===== config.mk =====
export PLATFORM = sky130hd
export DESIGN_NAME = qpsram_bridge
export DESIGN_NICKNAME = d
export VERILOG_FILES = /design/src/rtl/qpsram_pkg.sv /design/src/rtl/qpsram_strobe_sync.sv /design/src/rtl/qpsram_ctrl.sv /design/src/rtl/qpsram_rxcap.sv /design/src/rtl/qpsram_bridge.sv
export SDC_FILE = /design/constraint.sdc
export NUM_CORES = 1
export LEC_CHECK = 0
export BUFFER_PORTS_ARGS = -buffer_cell sky130_fd_sc_hd__buf_2
export CAP_MARGIN = 20
export CORE_AREA = 3 3 88 90
export CTS_CLUSTER_DIAMETER = 100
export DETAILED_ROUTE_END_ITERATION = 12
export DIE_AREA = 0 0 91 93
export GPL_ROUTABILITY_DRIVEN = 0
export GPL_TIMING_DRIVEN = 0
export HOLD_SLACK_MARGIN = 0.12
export PLACE_DENSITY = 0.69
export SYNTH_ARGS = -nofsm -noshare
export SYNTH_HDL_FRONTEND = slang
export SYNTH_SLANG_ARGS = --single-unit

===== constraint.sdc =====
create_clock -name clk_i -period 1.9 [get_ports clk_i]
set_input_delay 0.38 -clock clk_i [delete_from_list [all_inputs] [get_ports clk_i]]
set_output_delay 0.38 -clock clk_i [all_outputs]
set_load 0.005 [all_outputs]

===== src/rtl/qpsram_pkg.sv =====
package qpsram_pkg;
  typedef enum logic [1:0] {
    ST_INIT,
    ST_IDLE,
    ST_SEND,
    ST_RECV
  } qp_state_e;

  localparam int unsigned SR_W     = 40;
  localparam int unsigned FIELD_W  = 24;
  localparam int unsigned NIB_RD   = 8;   // command + address
  localparam int unsigned NIB_WR   = 10;  // command + address + data
  localparam int unsigned INIT_BITS = 8;

  localparam logic [7:0] CMD_QUAD_ON = 8'h35;
  localparam logic [7:0] CMD_QREAD   = 8'hEB;
  localparam logic [7:0] CMD_QWRITE  = 8'h38;
endpackage


===== src/rtl/qpsram_strobe_sync.sv =====
module qpsram_strobe_sync #(
  parameter int unsigned WIDTH  = 2,
  parameter int unsigned STAGES = 2
) (
  input  logic             clk_i,
  input  logic             rst_ni,
  input  logic [WIDTH-1:0] async_i,
  output logic [WIDTH-1:0] sync_o
);
  logic [STAGES-1:0][WIDTH-1:0] pipe_q;

  // strobes are active low: reset to the inactive level
  always_ff @(posedge clk_i or negedge rst_ni) begin
    if (!rst_ni) begin
      pipe_q <= '1;
    end else begin
      pipe_q[0] <= async_i;
      for (int i = 1; i < STAGES; i++) pipe_q[i] <= pipe_q[i-1];
    end
  end

  assign sync_o = pipe_q[STAGES-1];
endmodule


===== src/rtl/qpsram_ctrl.sv =====
module qpsram_ctrl
  import qpsram_pkg::*;
#(
  parameter int unsigned ADDR_W  = 23,
  parameter int unsigned RD_WAIT = 2
) (
  input  logic              clk_i,
  input  logic              rst_ni,
  input  logic              rd_s_i,
  input  logic              wr_s_i,
  input  logic [ADDR_W-1:0] addr_i,
  input  logic [7:0]        wdata_i,
  output logic              cs_no,
  output logic              sck_o,
  output logic [3:0]        sio_o,
  output logic [3:0]        sio_oe_o,
  output logic              cap_hi_o,
  output logic              cap_lo_o
);
  localparam int unsigned RX_LEN  = RD_WAIT + 2;
  localparam int unsigned CNT_MAX = (RX_LEN > NIB_WR) ? RX_LEN : NIB_WR;
  localparam int unsigned CNT_W   = $clog2(CNT_MAX + 1);
  localparam logic [1:0]  LEAD_GAP   = 2'd2;
  localparam logic [1:0]  LEAD_SETUP = 2'd1;

  qp_state_e        state_q;
  logic [1:0]       lead_q;
  logic [CNT_W-1:0] cnt_q;
  logic [SR_W-1:0]  sreg_q;
  logic             is_rd_q;
  logic             armed_q;

  logic             req;
  logic             take_rd;
  logic             shifting;
  logic [SR_W-1:0]  payload;

  assign take_rd = ~rd_s_i;
  assign req     = armed_q & (~rd_s_i | ~wr_s_i);

  always_comb begin
    if (take_rd) payload = {CMD_QREAD, FIELD_W'(addr_i), 8'h00};
    else         payload = {CMD_QWRITE, FIELD_W'(addr_i), wdata_i};
  end

  always_ff @(posedge clk_i or negedge rst_ni) begin
    if (!rst_ni) begin
      state_q <= ST_INIT;
      lead_q  <= LEAD_GAP;
      cnt_q   <= CNT_W'(INIT_BITS - 1);
      sreg_q  <= {CMD_QUAD_ON, {(SR_W-8){1'b0}}};
      is_rd_q <= 1'b0;
      armed_q <= 1'b1;
    end else begin
      if (rd_s_i && wr_s_i) armed_q <= 1'b1;
      unique case (state_q)
        ST_INIT: begin
          if (lead_q != 2'd0) begin
            lead_q <= lead_q - 2'd1;
          end else begin
            sreg_q <= {sreg_q[SR_W-2:0], 1'b0};
            cnt_q  <= cnt_q - CNT_W'(1);
            if (cnt_q == '0) state_q <= ST_IDLE;
          end
        end
        ST_IDLE: begin
          if (req) begin
            state_q <= ST_SEND;
            lead_q  <= LEAD_SETUP;
            is_rd_q <= take_rd;
            sreg_q  <= payload;
            cnt_q   <= take_rd ? CNT_W'(NIB_RD - 1) : CNT_W'(NIB_WR - 1);
            armed_q <= 1'b0;
          end
        end
        ST_SEND: begin
          if (lead_q != 2'd0) begin
            lead_q <= 2'd0;
          end else begin
            sreg_q <= {sreg_q[SR_W-5:0], 4'h0};
            cnt_q  <= cnt_q - CNT_W'(1);
            if (cnt_q == '0) begin
              if (is_rd_q) begin
                state_q <= ST_RECV;
                cnt_q   <= CNT_W'(RX_LEN - 1);
              end else begin
                state_q <= ST_IDLE;
              end
            end
          end
        end
        ST_RECV: begin
          cnt_q <= cnt_q - CNT_W'(1);
          if (cnt_q == '0) state_q <= ST_IDLE;
        end
        default: state_q <= ST_IDLE;
      endcase
    end
  end

  assign shifting = ((state_q == ST_INIT) || (state_q == ST_SEND)) && (lead_q == 2'd0);
  assign cs_no    = (state_q == ST_IDLE) || (lead_q == LEAD_GAP);
  assign sck_o    = shifting || (state_q == ST_RECV);
  assign cap_hi_o = (state_q == ST_RECV) && (cnt_q == CNT_W'(1));
  assign cap_lo_o = (state_q == ST_RECV) && (cnt_q == '0);

  always_comb begin
    sio_o    = 4'h0;
    sio_oe_o = 4'h0;
    if (shifting && state_q == ST_INIT) begin
      sio_o    = {3'b000, sreg_q[SR_W-1]};
      sio_oe_o = 4'b0001;
    end else if (shifting) begin
      sio_o    = sreg_q[SR_W-1 -: 4];
      sio_oe_o = 4'hF;
    end
  end

  assert_sck_within_cs_R8: assert property (@(posedge clk_i) disable iff (!rst_ni)
    sck_o |-> !cs_no);
  assert_quiet_when_deselected_R8: assert property (@(posedge clk_i) disable iff (!rst_ni)
    cs_no |-> (sio_oe_o == 4'h0));
  assert_lines_released_on_capture_R4: assert property (@(posedge clk_i) disable iff (!rst_ni)
    (cap_hi_o || cap_lo_o) |-> (sio_oe_o == 4'h0));
  assert_single_accept_R6: assert property (@(posedge clk_i) disable iff (!rst_ni)
    ($fell(cs_no) && $past(state_q) == ST_IDLE) |-> $past(armed_q));
  assert_read_first_R7: assert property (@(posedge clk_i) disable iff (!rst_ni)
    (state_q == ST_IDLE && armed_q && !rd_s_i) |=> is_rd_q);
endmodule


===== src/rtl/qpsram_rxcap.sv =====
module qpsram_rxcap (
  input  logic       clk_i,
  input  logic       rst_ni,
  input  logic       cap_hi_i,
  input  logic       cap_lo_i,
  input  logic       rd_s_i,
  input  logic [3:0] sio_i,
  output logic [7:0] rdata_o,
  output logic       rvalid_o
);
  logic [7:0] data_q;
  logic       valid_q;

  always_ff @(posedge clk_i or negedge rst_ni) begin
    if (!rst_ni) begin
      data_q  <= 8'h00;
      valid_q <= 1'b0;
    end else begin
      if (cap_hi_i) data_q[7:4] <= sio_i;
      if (cap_lo_i) begin
        data_q[3:0] <= sio_i;
        valid_q     <= 1'b1;
      end else if (rd_s_i) begin
        valid_q <= 1'b0;
      end
    end
  end

  assign rdata_o  = valid_q ? data_q : 8'h00;
  assign rvalid_o = valid_q;

  assert_valid_after_capture_R5: assert property (@(posedge clk_i) disable iff (!rst_ni)
    $rose(valid_q) |-> $past(cap_lo_i));
  assert_valid_drops_on_release_R5: assert property (@(posedge clk_i) disable iff (!rst_ni)
    (valid_q && rd_s_i && !cap_lo_i) |=> !valid_q);
endmodule


===== src/rtl/qpsram_bridge.sv =====
module qpsram_bridge #(
  parameter int unsigned ADDR_W      = 23,
  parameter int unsigned RD_WAIT     = 2,
  parameter int unsigned SYNC_STAGES = 2
) (
  input  logic              clk_i,
  input  logic              rst_ni,
  input  logic              cpu_rd_ni,
  input  logic              cpu_wr_ni,
  input  logic [ADDR_W-1:0] cpu_addr_i,
  input  logic [7:0]        cpu_wdata_i,
  output logic [7:0]        cpu_rdata_o,
  output logic              cpu_rvalid_o,
  output logic              mem_cs_no,
  output logic              mem_sck_o,
  output logic [3:0]        mem_sio_o,
  output logic [3:0]        mem_sio_oe_o,
  input  logic [3:0]        mem_sio_i
);
  logic [1:0] strb_s;
  logic       cap_hi;
  logic       cap_lo;

  qpsram_strobe_sync #(
    .WIDTH (2),
    .STAGES(SYNC_STAGES)
  ) u_sync (
    .clk_i  (clk_i),
    .rst_ni (rst_ni),
    .async_i({cpu_rd_ni, cpu_wr_ni}),
    .sync_o (strb_s)
  );

  qpsram_ctrl #(
    .ADDR_W (ADDR_W),
    .RD_WAIT(RD_WAIT)
  ) u_ctrl (
    .clk_i   (clk_i),
    .rst_ni  (rst_ni),
    .rd_s_i  (strb_s[1]),
    .wr_s_i  (strb_s[0]),
    .addr_i  (cpu_addr_i),
    .wdata_i (cpu_wdata_i),
    .cs_no   (mem_cs_no),
    .sck_o   (mem_sck_o),
    .sio_o   (mem_sio_o),
    .sio_oe_o(mem_sio_oe_o),
    .cap_hi_o(cap_hi),
    .cap_lo_o(cap_lo)
  );

  qpsram_rxcap u_rxcap (
    .clk_i   (clk_i),
    .rst_ni  (rst_ni),
    .cap_hi_i(cap_hi),
    .cap_lo_i(cap_lo),
    .rd_s_i  (strb_s[1]),
    .sio_i   (mem_sio_i),
    .rdata_o (cpu_rdata_o),
    .rvalid_o(cpu_rvalid_o)
  );
endmodule


---- Word-level counts from Yosys, hierarchy flattened ----
Cells that the tools add are included.
storage, ports and cells
  logic and storage cells ................. 80
  register bits after elaboration ......... 63
  bits of input ports ..................... 39
  output and inout bits ................... 19
operators by class
  equality and inequality tests ........... 11
  multiplexer cells ....................... 33
  reduce and logical (&&, ||, !) cells .... 19
  bitwise operators ....................... 4
  add/subtract/negate cells ............... 2
operators by type and width
  kind                                                                number
  40-bit 2-to-1 mux                                                   4
  40-bit case mux with 3 select lines                                 1
  4-bit 2-to-1 mux                                                    10
  2-bit 2-to-1 mux                                                    9
  4-bit case mux with 4 select lines                                  1
  4-bit AND reduction                                                 3
  8-bit 2-to-1 mux                                                    1
  2-bit by 1-bit != test with 1-bit output, second input constant     4
  2-bit case mux with 4 select lines                                  1
  2-bit == test, second input constant                                3
  2-bit case mux with 3 select lines                                  1
  1-bit logical AND                                                   5
  1-bit 2-to-1 mux                                                    5
  4-bit by 1-bit == test with 1-bit output, second input constant     1
  2-bit zero test                                                     2
  4-bit zero test                                                     1
  2-bit != test, second input constant                                2
  2-bit nonzero test                                                  2
  4-bit by 1-bit subtractor with 4-bit output, second input constant  1
  1-bit logical OR                                                    3
  3-bit AND reduction                                                 1
  3-bit nonzero test                                                  1
  2-bit by 1-bit == test with 1-bit output, second input constant     1
  1-bit inverter                                                      2
  4 further kinds                                                     4

---- Logic depth before layout (Yosys ltp) ----
  depth after elaboration ................. 5
  mapped depth ............................ 8
  gate-level depth less buffers ........... 6

---- Modules after synthesis ----
From an unflattened synthesis, not the netlist that was laid out.
second synthesis, totals
  cells, all modules ...................... 336
  area, all modules ....................... 3530.9 um^2
modules (own cells, without submodules)
  module              sequential area each (um^2)  cells an instance  instances  area an instance (um^2)
  qpsram_ctrl         1262.5                       303                1          3032.9
  qpsram_rxcap        225.2                        27                 1          377.9
  qpsram_strobe_sync  105.1                        6                  1          120.1

---- Least setup slack after synthesis ----
OpenSTA, ideal clock, no wires.
  path kind ............................... register to register
  start ................................... reg u_ctrl.state_q[0]
  end ..................................... reg u_ctrl.sreg_q[38]
  cell stages (with the launch flop) ...... 8
  library setup time ...................... 118 ps
  slack ................................... 155 ps
  required time ........................... 1782 ps
  path buffers ............................ 2
  clock period less this slack ............ 1745 ps
  data arrival time ....................... 1627 ps
  cells stage by stage .................... dfrtp_1 -> inv_1 -> ha_1 -> o21ba_2 -> a211o_1 -> buf_6 -> buf_2 -> a21o_1
on the way
  cells in the longest elaborated chain, start to end .. 3
  elaborated cells on any way between the ends .. 9
  classes of those cells .................. eq/ne (5); mux (1); reduce/logical (3)
RTL lines
  what                                             line               source
  start: declaration                               qpsram_ctrl.sv:26  qp_state_e state_q;
  start signal: assignment                         qpsram_ctrl.sv:48  state_q <= ST_INIT;
  start signal: assignment                         qpsram_ctrl.sv:63  if (cnt_q == '0) state_q <= ST_IDLE;
  start signal: assignment                         qpsram_ctrl.sv:68  state_q <= ST_SEND;
  2-bit == test (tied with other cells)            qpsram_ctrl.sv:56  unique case (state_q)
  2-bit != test (no line) (tied with other cells)  n/a
  4-bit AND reduction (no line)                    n/a
  end signal: assignment                           qpsram_ctrl.sv:51  sreg_q <= {CMD_QUAD_ON, {(SR_W-8){1'b0}}};
  end signal: assignment                           qpsram_ctrl.sv:61  sreg_q <= {sreg_q[SR_W-2:0], 1'b0};
  end signal: assignment                           qpsram_ctrl.sv:71  sreg_q <= payload;
  end: declaration                                 qpsram_ctrl.sv:29  logic [SR_W-1:0] sreg_q;
Parallel ways exist; a longest one is shown, timed or not.
A chain may end at the register's enable or synchronous reset.

---- Worst setup path in the final report ----
  start ................................... reg u_ctrl.state_q[0]
  end ..................................... out mem_cs_no
on the way
  cells in the longest elaborated chain, start to end .. 2
RTL lines
  what                                      line                 source
  2-bit by 1-bit == test with 1-bit output  qpsram_ctrl.sv:102   assign cs_no = (state_q == ST_IDLE) || (lead_q == LEAD_GAP);
  1-bit logical OR                          qpsram_ctrl.sv:102
  end: declaration                          qpsram_bridge.sv:14  output logic mem_cs_no,
Every way passes these cells.

==> metrics.csv <==
metric,value,unit
run_status,"finished, violations left",
violations,setup timing,
die_area,8463,sq um
initial_core_util,48.19,%
first_pass_iters,5,
cts_tree,yes,
clock_sinks,63,
hold_viol,0,
io_buffers,57,
synth_most_common_cell,dfrtp_1,
synthArstFlopShare,100.0,%
antenna_found_initial,0,
synth-seq-cells,63,
cts-htree-levels,3,
synth.distinct_cells,40,
rows,31,
grt_max_degree,64,
cts_root_buffer,clkbuf_8,
grtUsageTotal,21.72,%
die_y,93,um
dpl.hpwl,5.778,mm
grt_pass1_wl,14.69,mm
crit_required,1.52,ns
fin_worst_skew,0.006159,ns
viasPerCell,5.872,
drive_above_1_share,52.42,%
max-slew-margin-rel,45.90,%
synth_seq_area_share,46.31,%
pre_cts_ws,-0.1720,ns
ys.flop_type,dfrtp_1,
wl,9.722,mm
ys.warnings.count,0,
die_w,91,um
r2r-start,u_ctrl.state_q[0],
overflow,0,
cp-end-kind,primary output,
fin_crit_sh,107.3,%
fillers,544,
wl_per_cell,18.27,um
synth_nets,387,
first_global_vias,3051,
syn_area,3440,sq um
finalSetupViolCount,11,
core_area,7137,sq um
path_max_fanout,3,
synth-edff-count,0,
max_freq,0.4905,GHz
worst_hold_slack,0.1092,ns
worstRegToRegCells,8,
via_count,3124,
r2r_slack,-0.02,ns
pin_count,58,
synth.avg_cell_area,10.12,sq um
period_minus_slack,2.039,ns
drt_iter0_drc,191,
clk_pin_slew_worst_paths,0.07,ns
cap_violations,0,
worstMarginPinSlew,0.8115,ns
cts_max_path_buffers,2,
yosys-top-cells-count,"50 x dfrtp_1, 45 x nand2_1, 33 x nor2_1",
postRouteAntennaNets,0,
synth_largest_area_cell,dfrtp_1,
syn_inst,340,
numCtsBuffers,9,
r2r_end,u_ctrl.sreg_q[15],
hold_class,primary input to asynchronous set/reset pin,
n_antenna_cell,0,
cp-start-kind,flip-flop,
insertion_delay,0.35,ns
crit_type,flip-flop to primary output,
cp_data_arrival_time,1.66,ns
final_nets,475,
fin_ws,-0.1387,ns
syn_to_final_growth,43.36,%
synth_area_leaders,"dfrtp_1 36%, dfstp_2 9.9%, o31ai_2 8.4%, a221oi_1 6.1%, nand2_1 4.9%",
finalMaxSlewViolations,0,
drc,0,
rsz0062_at_grt,true,
synth.top_cell.area_share,36.38,%
## worst max path at each step
stage	from	to	slack [ns]
2_1_floorplan	u_ctrl.state_q[0]	u_ctrl.sreg_q[38]	0.15
3_3_place_gp	u_ctrl.state_q[1]	mem_cs_no	-0.17
3_5_place_dp	u_ctrl.state_q[1]	mem_cs_no	-0.17
4_1_cts	u_ctrl.state_q[0]	mem_cs_no	-0.12
5_1_grt	u_ctrl.state_q[0]	mem_sio_o[3]	-0.19
6_report	u_ctrl.state_q[0]	mem_cs_no	-0.14
## area by class of cell
cell class / count / area [sq um] / share of cell area, %
inverters: 11 / 41.29 / 0.8374
flip-flops and latches: 63 / 1594 / 32.33
multi-input cells: 235 / 2148 / 43.57
clock buffers: 11 / 151.4 / 3.070
clock inverters: 5 / 56.30 / 1.142
well taps: 99 / 123.9 / 2.512
plain buffers: 30 / 271.5 / 5.506
repair buffers: 78 / 544.3 / 11.04
## repair_timing
item                                   4_1_cts  5_1_grt
cloned                                       0        4
endpoints found under the hold margin        2        0
setup buffers                               12        3
pin swaps                                    7       23
resized for setup                           32      120
setup endpoints to repair                   37       51
hold buffers                                 2        0
## layer usage
layer | GRT usage (%) | up-vias | share of wire [%] | wire length, um
met5 | 0 | - | 0 | 0
met4 | 10.55 | 0 | 1.9 | 182
met3 | 3.540 | 14 | 4.7 | 457
met2 | 35.19 | 100 | 50 | 4871
met1 | 28.44 | 1587 | 43 | 4211
li1 | - | 1423 | - | -
## cell usage in the layout (no fill, tap or decap), types with 6 or more instances in the layout
cell,Yosys,routed
buf_2,8,52
dfrtp_1,50,49
nor2_1,33,33
nand2_1,45,25
nand2_2,0,20
o31ai_4,0,20
buf_4,2,18
buf_6,4,14
o21ai_1,13,14
a221oi_2,0,14
a21oi_1,13,13
dfstp_2,13,13
clkbuf_8,0,11
and2_1,12,10
clkbuf_2,0,9
mux2_2,9,8
inv_1,11,7
a21o_1,7,7
a221oi_4,0,6
## stage by stage
| step | setup TNS, ns | instances | area (sq um) | util [%] |
|---|---|---|---|---|
| after floorplan | 0 | 340 | 3440 | - |
| after global placement | -0.2088 | 496 | 3849 | 53.93 |
| after detailed placement | -0.3630 | 496 | 3851 | 53.96 |
| after CTS | -0.7891 | 526 | 4303 | 60.29 |
| after global routing | -2.133 | 532 | 4931 | 69.09 |
| final | -0.9177 | 532 | 4931 | 69.09 |
## worst max-delay path: stages, from the launching register on
cell	delay [ns]
dfrtp_1	0.40
buf_4	0.16
ha_4	0.16
buf_6	0.11
clkbuf_16	0.13
or2_4	0.22
buf_6	0.11
## registers in the layout, summed over array words and instances, names as in the netlist
signal and flops:
u_ctrl.cnt_q 4, u_sync.sync_o 2, u_ctrl.lead_q 2, u_rxcap.rvalid_o 1, u_ctrl.armed_q 1, u_ctrl.is_rd_q 1, u_ctrl.state_q 2, u_rxcap.data_q 8
u_sync.pipe_q 2, u_ctrl.sreg_q 40
## kinds of logic (layout without fill, tap and decap cells)
logic type               after synthesis  after routing  share of synthesized area (%)
multiplexers                          14             14                          4.402
AND/OR/NAND/NOR                      101            101                          12.70
adder cells (fa/ha/maj)                8              8                          2.910
AO/OA/AOI/OAI                        112            112                          27.72
buffers and inverters                 42            135                          5.966
flip-flops                            63             63                          46.31
Power is left out: the tool's default activity adds up to more than one toggle a clock period on the data nets, which glitch-free logic cannot reach.
